[config.mk]
export PLATFORM = sky130hd
export DESIGN_NAME = npt_flush_ctl
export DESIGN_NICKNAME = d
export VERILOG_FILES = /design/src/rtl/npt_pkg.sv /design/src/rtl/npt_datapath.sv /design/src/rtl/npt_ctrl.sv /design/src/rtl/npt_flush_ctl.sv
export SDC_FILE = /design/constraint.sdc
export NUM_CORES = 1
export LEC_CHECK = 0
export BUFFER_PORTS_ARGS = -buffer_cell sky130_fd_sc_hd__buf_2
export CORE_ASPECT_RATIO = 1.25
export CORE_UTILIZATION = 35
export DETAILED_ROUTE_END_ITERATION = 10
export HOLD_SLACK_MARGIN = 0.15
export PLACE_DENSITY = 0.6
export SYNTH_ARGS = -nofsm -noshare
export SYNTH_HDL_FRONTEND = slang
export SYNTH_SLANG_ARGS = --single-unit
[constraint.sdc]
create_clock -name clk -period 5.5 [get_ports clk]
set_input_delay 1.1 -clock clk [delete_from_list [all_inputs] [get_ports clk]]
set_output_delay 1.1 -clock clk [all_outputs]
set_load 0.01 [all_outputs]
[src/rtl/npt_pkg.sv]
package npt_pkg;

  // Strobes sent from the resolution logic to the datapath.
  typedef struct packed {
    logic redirect;    // load branch target into the fetch address
    logic killFetch;   // instruction entering Decode becomes a bubble
    logic killDecode;  // instruction entering Execute becomes a bubble
  } ctlStrobesT;

  // Index of each tag register behind Fetch.
  localparam int SLOT_DEC = 0;
  localparam int SLOT_EX  = 1;
  localparam int SLOT_WB  = 2;
  localparam int NUM_SLOTS = 3;

endpackage

[src/rtl/npt_datapath.sv]
module npt_datapath
  import npt_pkg::*;
#(
  parameter int ADDR_W     = 32,
  parameter int INSN_BYTES = 4,
  parameter logic [ADDR_W-1:0] RESET_PC = 'h100
) (
  input  logic              clk,
  input  logic              rstN,
  input  ctlStrobesT        strobes,
  input  logic              fetchIsBranch,
  input  logic [ADDR_W-1:0] exTarget,
  output logic [ADDR_W-1:0] pc,
  output logic              decValid,
  output logic              exValid,
  output logic              exIsBranch,
  output logic              wbValid,
  output logic              wbIsBranch,
  output logic [ADDR_W-1:0] wbPc
);

  localparam logic [ADDR_W-1:0] STEP = ADDR_W'(INSN_BYTES);

  logic [ADDR_W-1:0] pcNext;
  logic [NUM_SLOTS-1:0] slotValid;
  logic [NUM_SLOTS-1:0] slotBranch;
  logic [ADDR_W-1:0]    slotPc [NUM_SLOTS];

  logic [NUM_SLOTS-1:0] killIn;
  assign killIn = {1'b0, strobes.killDecode, strobes.killFetch};

  assign pcNext = strobes.redirect ? exTarget : pc + STEP;

  always_ff @(posedge clk) begin
    if (!rstN) pc <= RESET_PC;
    else       pc <= pcNext;
  end

  for (genvar s = 0; s < NUM_SLOTS; s++) begin : g_slot
    logic              inValid;
    logic              inBranch;
    logic [ADDR_W-1:0] inPc;
    if (s == 0) begin : g_src_fetch
      assign inValid  = 1'b1;
      assign inBranch = fetchIsBranch;
      assign inPc     = pc;
    end else begin : g_src_prev
      assign inValid  = slotValid[s-1];
      assign inBranch = slotBranch[s-1];
      assign inPc     = slotPc[s-1];
    end

    always_ff @(posedge clk) begin
      if (!rstN) begin
        slotValid[s]  <= 1'b0;
        slotBranch[s] <= 1'b0;
        slotPc[s]     <= '0;
      end else begin
        slotValid[s]  <= inValid & ~killIn[s];
        slotBranch[s] <= inBranch & ~killIn[s];
        slotPc[s]     <= inPc;
      end
    end
  end

  assign decValid   = slotValid[SLOT_DEC];
  assign exValid    = slotValid[SLOT_EX];
  assign exIsBranch = slotBranch[SLOT_EX];
  assign wbValid    = slotValid[SLOT_WB];
  assign wbIsBranch = slotBranch[SLOT_WB];
  assign wbPc       = slotPc[SLOT_WB];

endmodule

[src/rtl/npt_ctrl.sv]
module npt_ctrl
  import npt_pkg::*;
#(
  parameter int CNT_W = 32
) (
  input  logic             clk,
  input  logic             rstN,
  input  logic             exValid,
  input  logic             exIsBranch,
  input  logic             exCond,
  output ctlStrobesT       strobes,
  output logic [CNT_W-1:0] penaltyCount
);

  // Outcome known in Execute: everything fetched after the branch and
  // ahead of Execute is lost, one cycle per slot.
  localparam int RESOLVE_SLOT = SLOT_EX + 1;
  localparam logic [CNT_W-1:0] PENALTY = CNT_W'(RESOLVE_SLOT);

  logic taken;

  assign taken = exValid & exIsBranch & exCond;

  always_comb begin
    strobes            = '0;
    strobes.redirect   = taken;
    strobes.killFetch  = taken;
    strobes.killDecode = taken;
  end

  always_ff @(posedge clk) begin
    if (!rstN)      penaltyCount <= '0;
    else if (taken) penaltyCount <= penaltyCount + PENALTY;
  end

endmodule

[src/rtl/npt_flush_ctl.sv]
module npt_flush_ctl
  import npt_pkg::*;
#(
  parameter int ADDR_W     = 32,
  parameter int INSN_BYTES = 4,
  parameter int CNT_W      = 32,
  parameter logic [ADDR_W-1:0] RESET_PC = 'h100
) (
  input  logic              clk,
  input  logic              rstN,
  input  logic              fetchIsBranch,
  input  logic              exCond,
  input  logic [ADDR_W-1:0] exTarget,
  output logic [ADDR_W-1:0] pc,
  output logic              nextPcSel,
  output logic              flushFetch,
  output logic              flushDecode,
  output logic              decValid,
  output logic              exValid,
  output logic              exIsBranch,
  output logic              wbValid,
  output logic              wbIsBranch,
  output logic [ADDR_W-1:0] wbPc,
  output logic [CNT_W-1:0]  penaltyCount
);

  ctlStrobesT strobes;

  npt_ctrl #(.CNT_W(CNT_W)) i_ctrl (
    .clk          (clk),
    .rstN         (rstN),
    .exValid      (exValid),
    .exIsBranch   (exIsBranch),
    .exCond       (exCond),
    .strobes      (strobes),
    .penaltyCount (penaltyCount)
  );

  npt_datapath #(
    .ADDR_W     (ADDR_W),
    .INSN_BYTES (INSN_BYTES),
    .RESET_PC   (RESET_PC)
  ) i_datapath (
    .clk           (clk),
    .rstN          (rstN),
    .strobes       (strobes),
    .fetchIsBranch (fetchIsBranch),
    .exTarget      (exTarget),
    .pc            (pc),
    .decValid      (decValid),
    .exValid       (exValid),
    .exIsBranch    (exIsBranch),
    .wbValid       (wbValid),
    .wbIsBranch    (wbIsBranch),
    .wbPc          (wbPc)
  );

  assign nextPcSel   = strobes.redirect;
  assign flushFetch  = strobes.killFetch;
  assign flushDecode = strobes.killDecode;

endmodule

* After elaboration in Yosys (flattened, before gate mapping) *
Memories as Yosys holds them, arrays and structs flattened.
Index checks and enable logic that the tools add are counted.

storage, ports and cells
  register bits = 70
  memories = 1
  output and inout port bits = 104
  RAM bits = 96

cells by class
  $add $sub $neg = 2
  bitwise operators = 9
  multiplexer cells = 6

memory list
  memory             words  width  read ports  clocked after memory_dff  wr ports  RTL line            RTL
  i_datapath.slotPc  3      32     3           0                         3         npt_datapath.sv:27  logic [ADDR_W-1:0] slotPc [NUM_SLOTS];

operator list
  kind                   count
  $mux 32                4
  $add 32x2->32 const B  1
  $add 32x3->32 const B  1
  $and 1x1->1            5
  $or 1x1->1             3
  $mux 1                 2
  $not 1->1              1

* Longest topological paths before layout *
  depth after elaboration = 4
  gate-level depth with buffers = 7

* Modules after synthesis *
A second synthesis with hierarchy kept.

second synthesis, totals
  cell total of the unflattened synthesis = 615
  area total of the unflattened synthesis = 6097.1 um^2

modules (own cells, without submodules)
  module        cells an instance  times used  seq. area each (um^2)  area each (um^2)
  npt_datapath  438                1           2682.6                 4586.9
  npt_ctrl      177                1           620.6                  1510.2

* Least setup slack after synthesis *
No wires, ideal clock.

  path type = in2out
  start point = input exCond
  end point = output flushFetch
  arrival = 1.604 ns
  path buffers = 1
  required time = 4.400 ns
  path slack = 2.796 ns
  stages = 3
  path through = nand3_2 > inv_2 > buf_4

between the ends
  longest elaborated chain between the ends = 1

ends and longest elaborated chain
  what         RTL line             RTL
  from (decl)  npt_flush_ctl.sv:12  input logic exCond,
  $and 1x1->1  npt_ctrl.sv:22       assign taken = exValid & exIsBranch & exCond;
  to (decl)    npt_flush_ctl.sv:16  output logic flushFetch,

No other way between the ends.

* Worst setup path in the final report *
Same ends and word-level chain as after synthesis.

==> flow_metrics.env <==
export IMPL_required_ns=4.40
export IMPL_cts_root_buffer="clkbuf_16"
export IMPL_endpoint="flushFetch"
export IMPL_synth_seq_cells=165
export IMPL_clock_sinks=165
export IMPL_r2r_cells=6
export IMPL_crit_start="exCond"
export IMPL_setup_violations=0
export IMPL_wirelength_microns=12700
export IMPL_start_kind="input pin"
export IMPL_io_pins=140
export IMPL_crit_chain="buf_2 > nand3_2 > inv_2 > buf_2"
export IMPL_hold_class="flip-flop to flip-flop"
export IMPL_drive_above_1_share=0.254
export IMPL_cts_setup_buffers=0
export IMPL_powerDensity_nw_per_um2=343
export IMPL_grtUsageTotal=0.159
export IMPL_grt_ovfl_total=0
export IMPL_crit_fanout=29
export IMPL_maxCapViolCount=0
export IMPL_first_iter_violations=196
export IMPL_path_common_cell="buf_2"
export IMPL_grt_pass1_vias=3975
export IMPL_routed_via_density=4.57
export IMPL_synth_edf_count=0
export IMPL_diodes=0
export IMPL_die_h_microns=144
export IMPL_rsz0062_at_grt="no"
export IMPL_grt_pass1_wl_microns=20300
export IMPL_gp_congestion=0.826
export IMPL_cts_htree_levels=4
export IMPL_swShare=0.217
export IMPL_cts_root_to_sink_buffers=2
export IMPL_skew_ns=0.00589
export IMPL_firstDrtPassIters=4
export IMPL_hold_viol_final=0
export IMPL_clockPowerShare=0.478
export IMPL_avgRoutedWirePerCell_microns=13.7
export IMPL_initial_core_util=0.362
export IMPL_crit_buf_inv=3
export IMPL_antenna_found_initial=1
export IMPL_critical_path_max_stage_delay_ns=0.44
export IMPL_core_area_sq_um=15700
export IMPL_fp_dieW_microns=116
export IMPL_seq_area_frac_synth=0.581
export IMPL_finalWorstSetupSlack_ns=2.14
export IMPL_arrival_ns=2.26
export IMPL_slew_viol_final=0
export IMPL_fmax_mhz=298
export IMPL_cts_tree="built"
export IMPL_finalNetCount=740
export IMPL_p_int_uw=1920
export IMPL_drc=0
export IMPL_port_buffers=138
export IMPL_synth_nets=608
export IMPL_dp_hpwl_microns=8810
export IMPL_synthCells=570
export IMPL_post_place_ws_ns=2.10
export IMPL_comb_power_share=0.025
export IMPL_yosys_warnings=0
export IMPL_fill_cells=1538
export IMPL_cts_hold_buffers=0
export IMPL_ys_async_sr_fraction=0
export IMPL_synth_main_ff_cell="dfxtp_1"
export IMPL_dieArea_sq_um=16800
export IMPL_syn_cell_area_sq_um=5690
export IMPL_r2r_end="i_ctrl.penaltyCount[16]$_SDFFE_PN0P_"
export IMPL_reg2reg_slack_ns=2.88
export IMPL_num_vias=4229
export IMPL_worstMarginPinSlew_ns=0.957
export IMPL_row_count=51
export IMPL_syn2layout_area_growth_pct=25.5
export IMPL_crit_family="buffers and inverters"
export IMPL_period_needed_ns=3.36
export IMPL_design_area_sq_um=7130
export IMPL_grt_max_degree=61
export IMPL_ctsResizeCount=0
export IMPL_status="completed"
export IMPL_path_clk_slew_ns=0.06
export IMPL_yosysUniqueCellTypes=33
export IMPL_numCtsBuffers=17
export IMPL_clkLatencyLatePin_ns=0.42
export IMPL_ir_drop_mv=0.163
export IMPL_maxSlewHeadroom=0.356
export IMPL_antenna_left=0
export IMPL_crit_slowest_cell="nand3_2"
export IMPL_critPathKind="input pin to output pin"
export IMPL_seq_power_share=0.498
export IMPL_p_leak_uw=0.00308
export IMPL_tns_ns=0
export IMPL_worst_path_stages=4
export IMPL_avgSynthCellArea_sq_um=9.97
export IMPL_period_share=0.610
export IMPL_cp_end_kind="output pin"
export IMPL_post_dp_cell_area_sq_um=6540
export IMPL_regToRegStartpoint="i_datapath.exIsBranch$_SDFF_PN0_"
export IMPL_power_switching_uw=532
-- power by group through the flow --
stage | clock network [uW] | logic (uW) | registers (uW)
floorplan | 0 | 29.3 | 1250
global placement | 0 | 61.4 | 1240
detailed placement | 0 | 61.7 | 1240
CTS | 1200 | 61.8 | 1220
global route | 1260 | 69.0 | 1220
finish | 1170 | 60.9 | 1220
-- how the worst min path moves through the flow --
stage | to | cells after the start | start
after CTS | i_datapath.slotPc[1][22]$_SDFF_PN0_ | 1 | i_datapath.slotPc[0][22]$_SDFF_PN0_
after detailed placement | i_datapath.slotPc[1][23]$_SDFF_PN0_ | 1 | i_datapath.slotPc[0][23]$_SDFF_PN0_
after global placement | i_datapath.slotPc[1][24]$_SDFF_PN0_ | 1 | i_datapath.slotPc[0][24]$_SDFF_PN0_
after floorplan | i_datapath.slotPc[1][0]$_SDFF_PN0_ | 1 | i_datapath.slotPc[0][0]$_SDFF_PN0_
after global routing | i_datapath.slotPc[1][16]$_SDFF_PN0_ | 1 | i_datapath.slotPc[0][16]$_SDFF_PN0_
final | i_datapath.slotPc[1][22]$_SDFF_PN0_ | 1 | i_datapath.slotPc[0][22]$_SDFF_PN0_
-- registers in the layout (all words and copies together) (netlist names) --
name	cells
i_datapath.slotPc	96
i_datapath.pc	32
i_ctrl.penaltyCount	31
i_datapath.decValid	1
i_datapath.exIsBranch	1
i_datapath.exValid	1
i_datapath.g_slot.inBranch	1
i_datapath.wbIsBranch	1
i_datapath.wbValid	1
-- kinds of logic after synthesis --
family,share of synthesized area
adders and majority gates,0.00440
xor gates and xnor gates,0.0770
and+or+nand+nor,0.251
DFF,0.581
buffers and inverters,0.0264
AOI/OAI and AO/OA,0.0594
other,0.000660
-- metrics by stage --
stage	hold WS (ns)	util	cells	total power, uW
global placement	0.414	0.417	895	1310
CTS	0.432	0.454	926	2480
detailed placement	0.418	0.417	895	1310
global route	0.437	0.454	926	2540
finish	0.429	0.454	926	2450
floorplan	0.412	-	570	1270
-- layout make-up --
| type | count | area (sq um) | share of cell area |
|---|---|---|---|
| well taps | 212 | 265 | 0.0372 |
| repair buffers | 140 | 706 | 0.0989 |
| clock buffers | 18 | 439 | 0.0616 |
| clock inverters | 13 | 150 | 0.0210 |
| multi-input cells | 368 | 2230 | 0.313 |
| flip-flops and latches | 165 | 3300 | 0.463 |
| inverters | 10 | 37.5 | 0.00526 |
-- placed cells by master, fill, tap and decap left out, drive strengths merged, types with 9 or more instances in the layout --
cell type	instances
buf	140
o21ai	24
nand3	22
clkbuf	18
and3	9
and2	96
dfxtp	165
xnor2	17
nor2	48
a21oi	24
nand4	26
a211oi	11
xor2	33
inv	12
nand2	27
-- synthesized netlist by cell type (6+ instances only) --
cell      number  area (sq um)
inv_1          8          30.0
o21ai_0       24           120
xor2_1        33           289
dfxtp_1      165          3300
nand2_1       27           101
and2_1        96           601
xnor2_1       17           149
nor2_1        48           180
and3_1         8          50.1
clkbuf_1      24          90.1
or3_1          7          43.8
nand3_1       20           100
a21oi_1       24           120
a211oi_1      11          82.6
nand4_1       25           156
nor4_1         6          37.5
-- per-layer routing --
layer / track usage / share of wire / routed length [microns]
met3: 0.0503 / 0.058 / 736
met1: 0.199 / 0.46 / 5880
met2: 0.255 / 0.46 / 5860
met5: 0 / 0 / 0
met4: 0.0574 / 0.015 / 195
(Power assumes the default switching activity.)
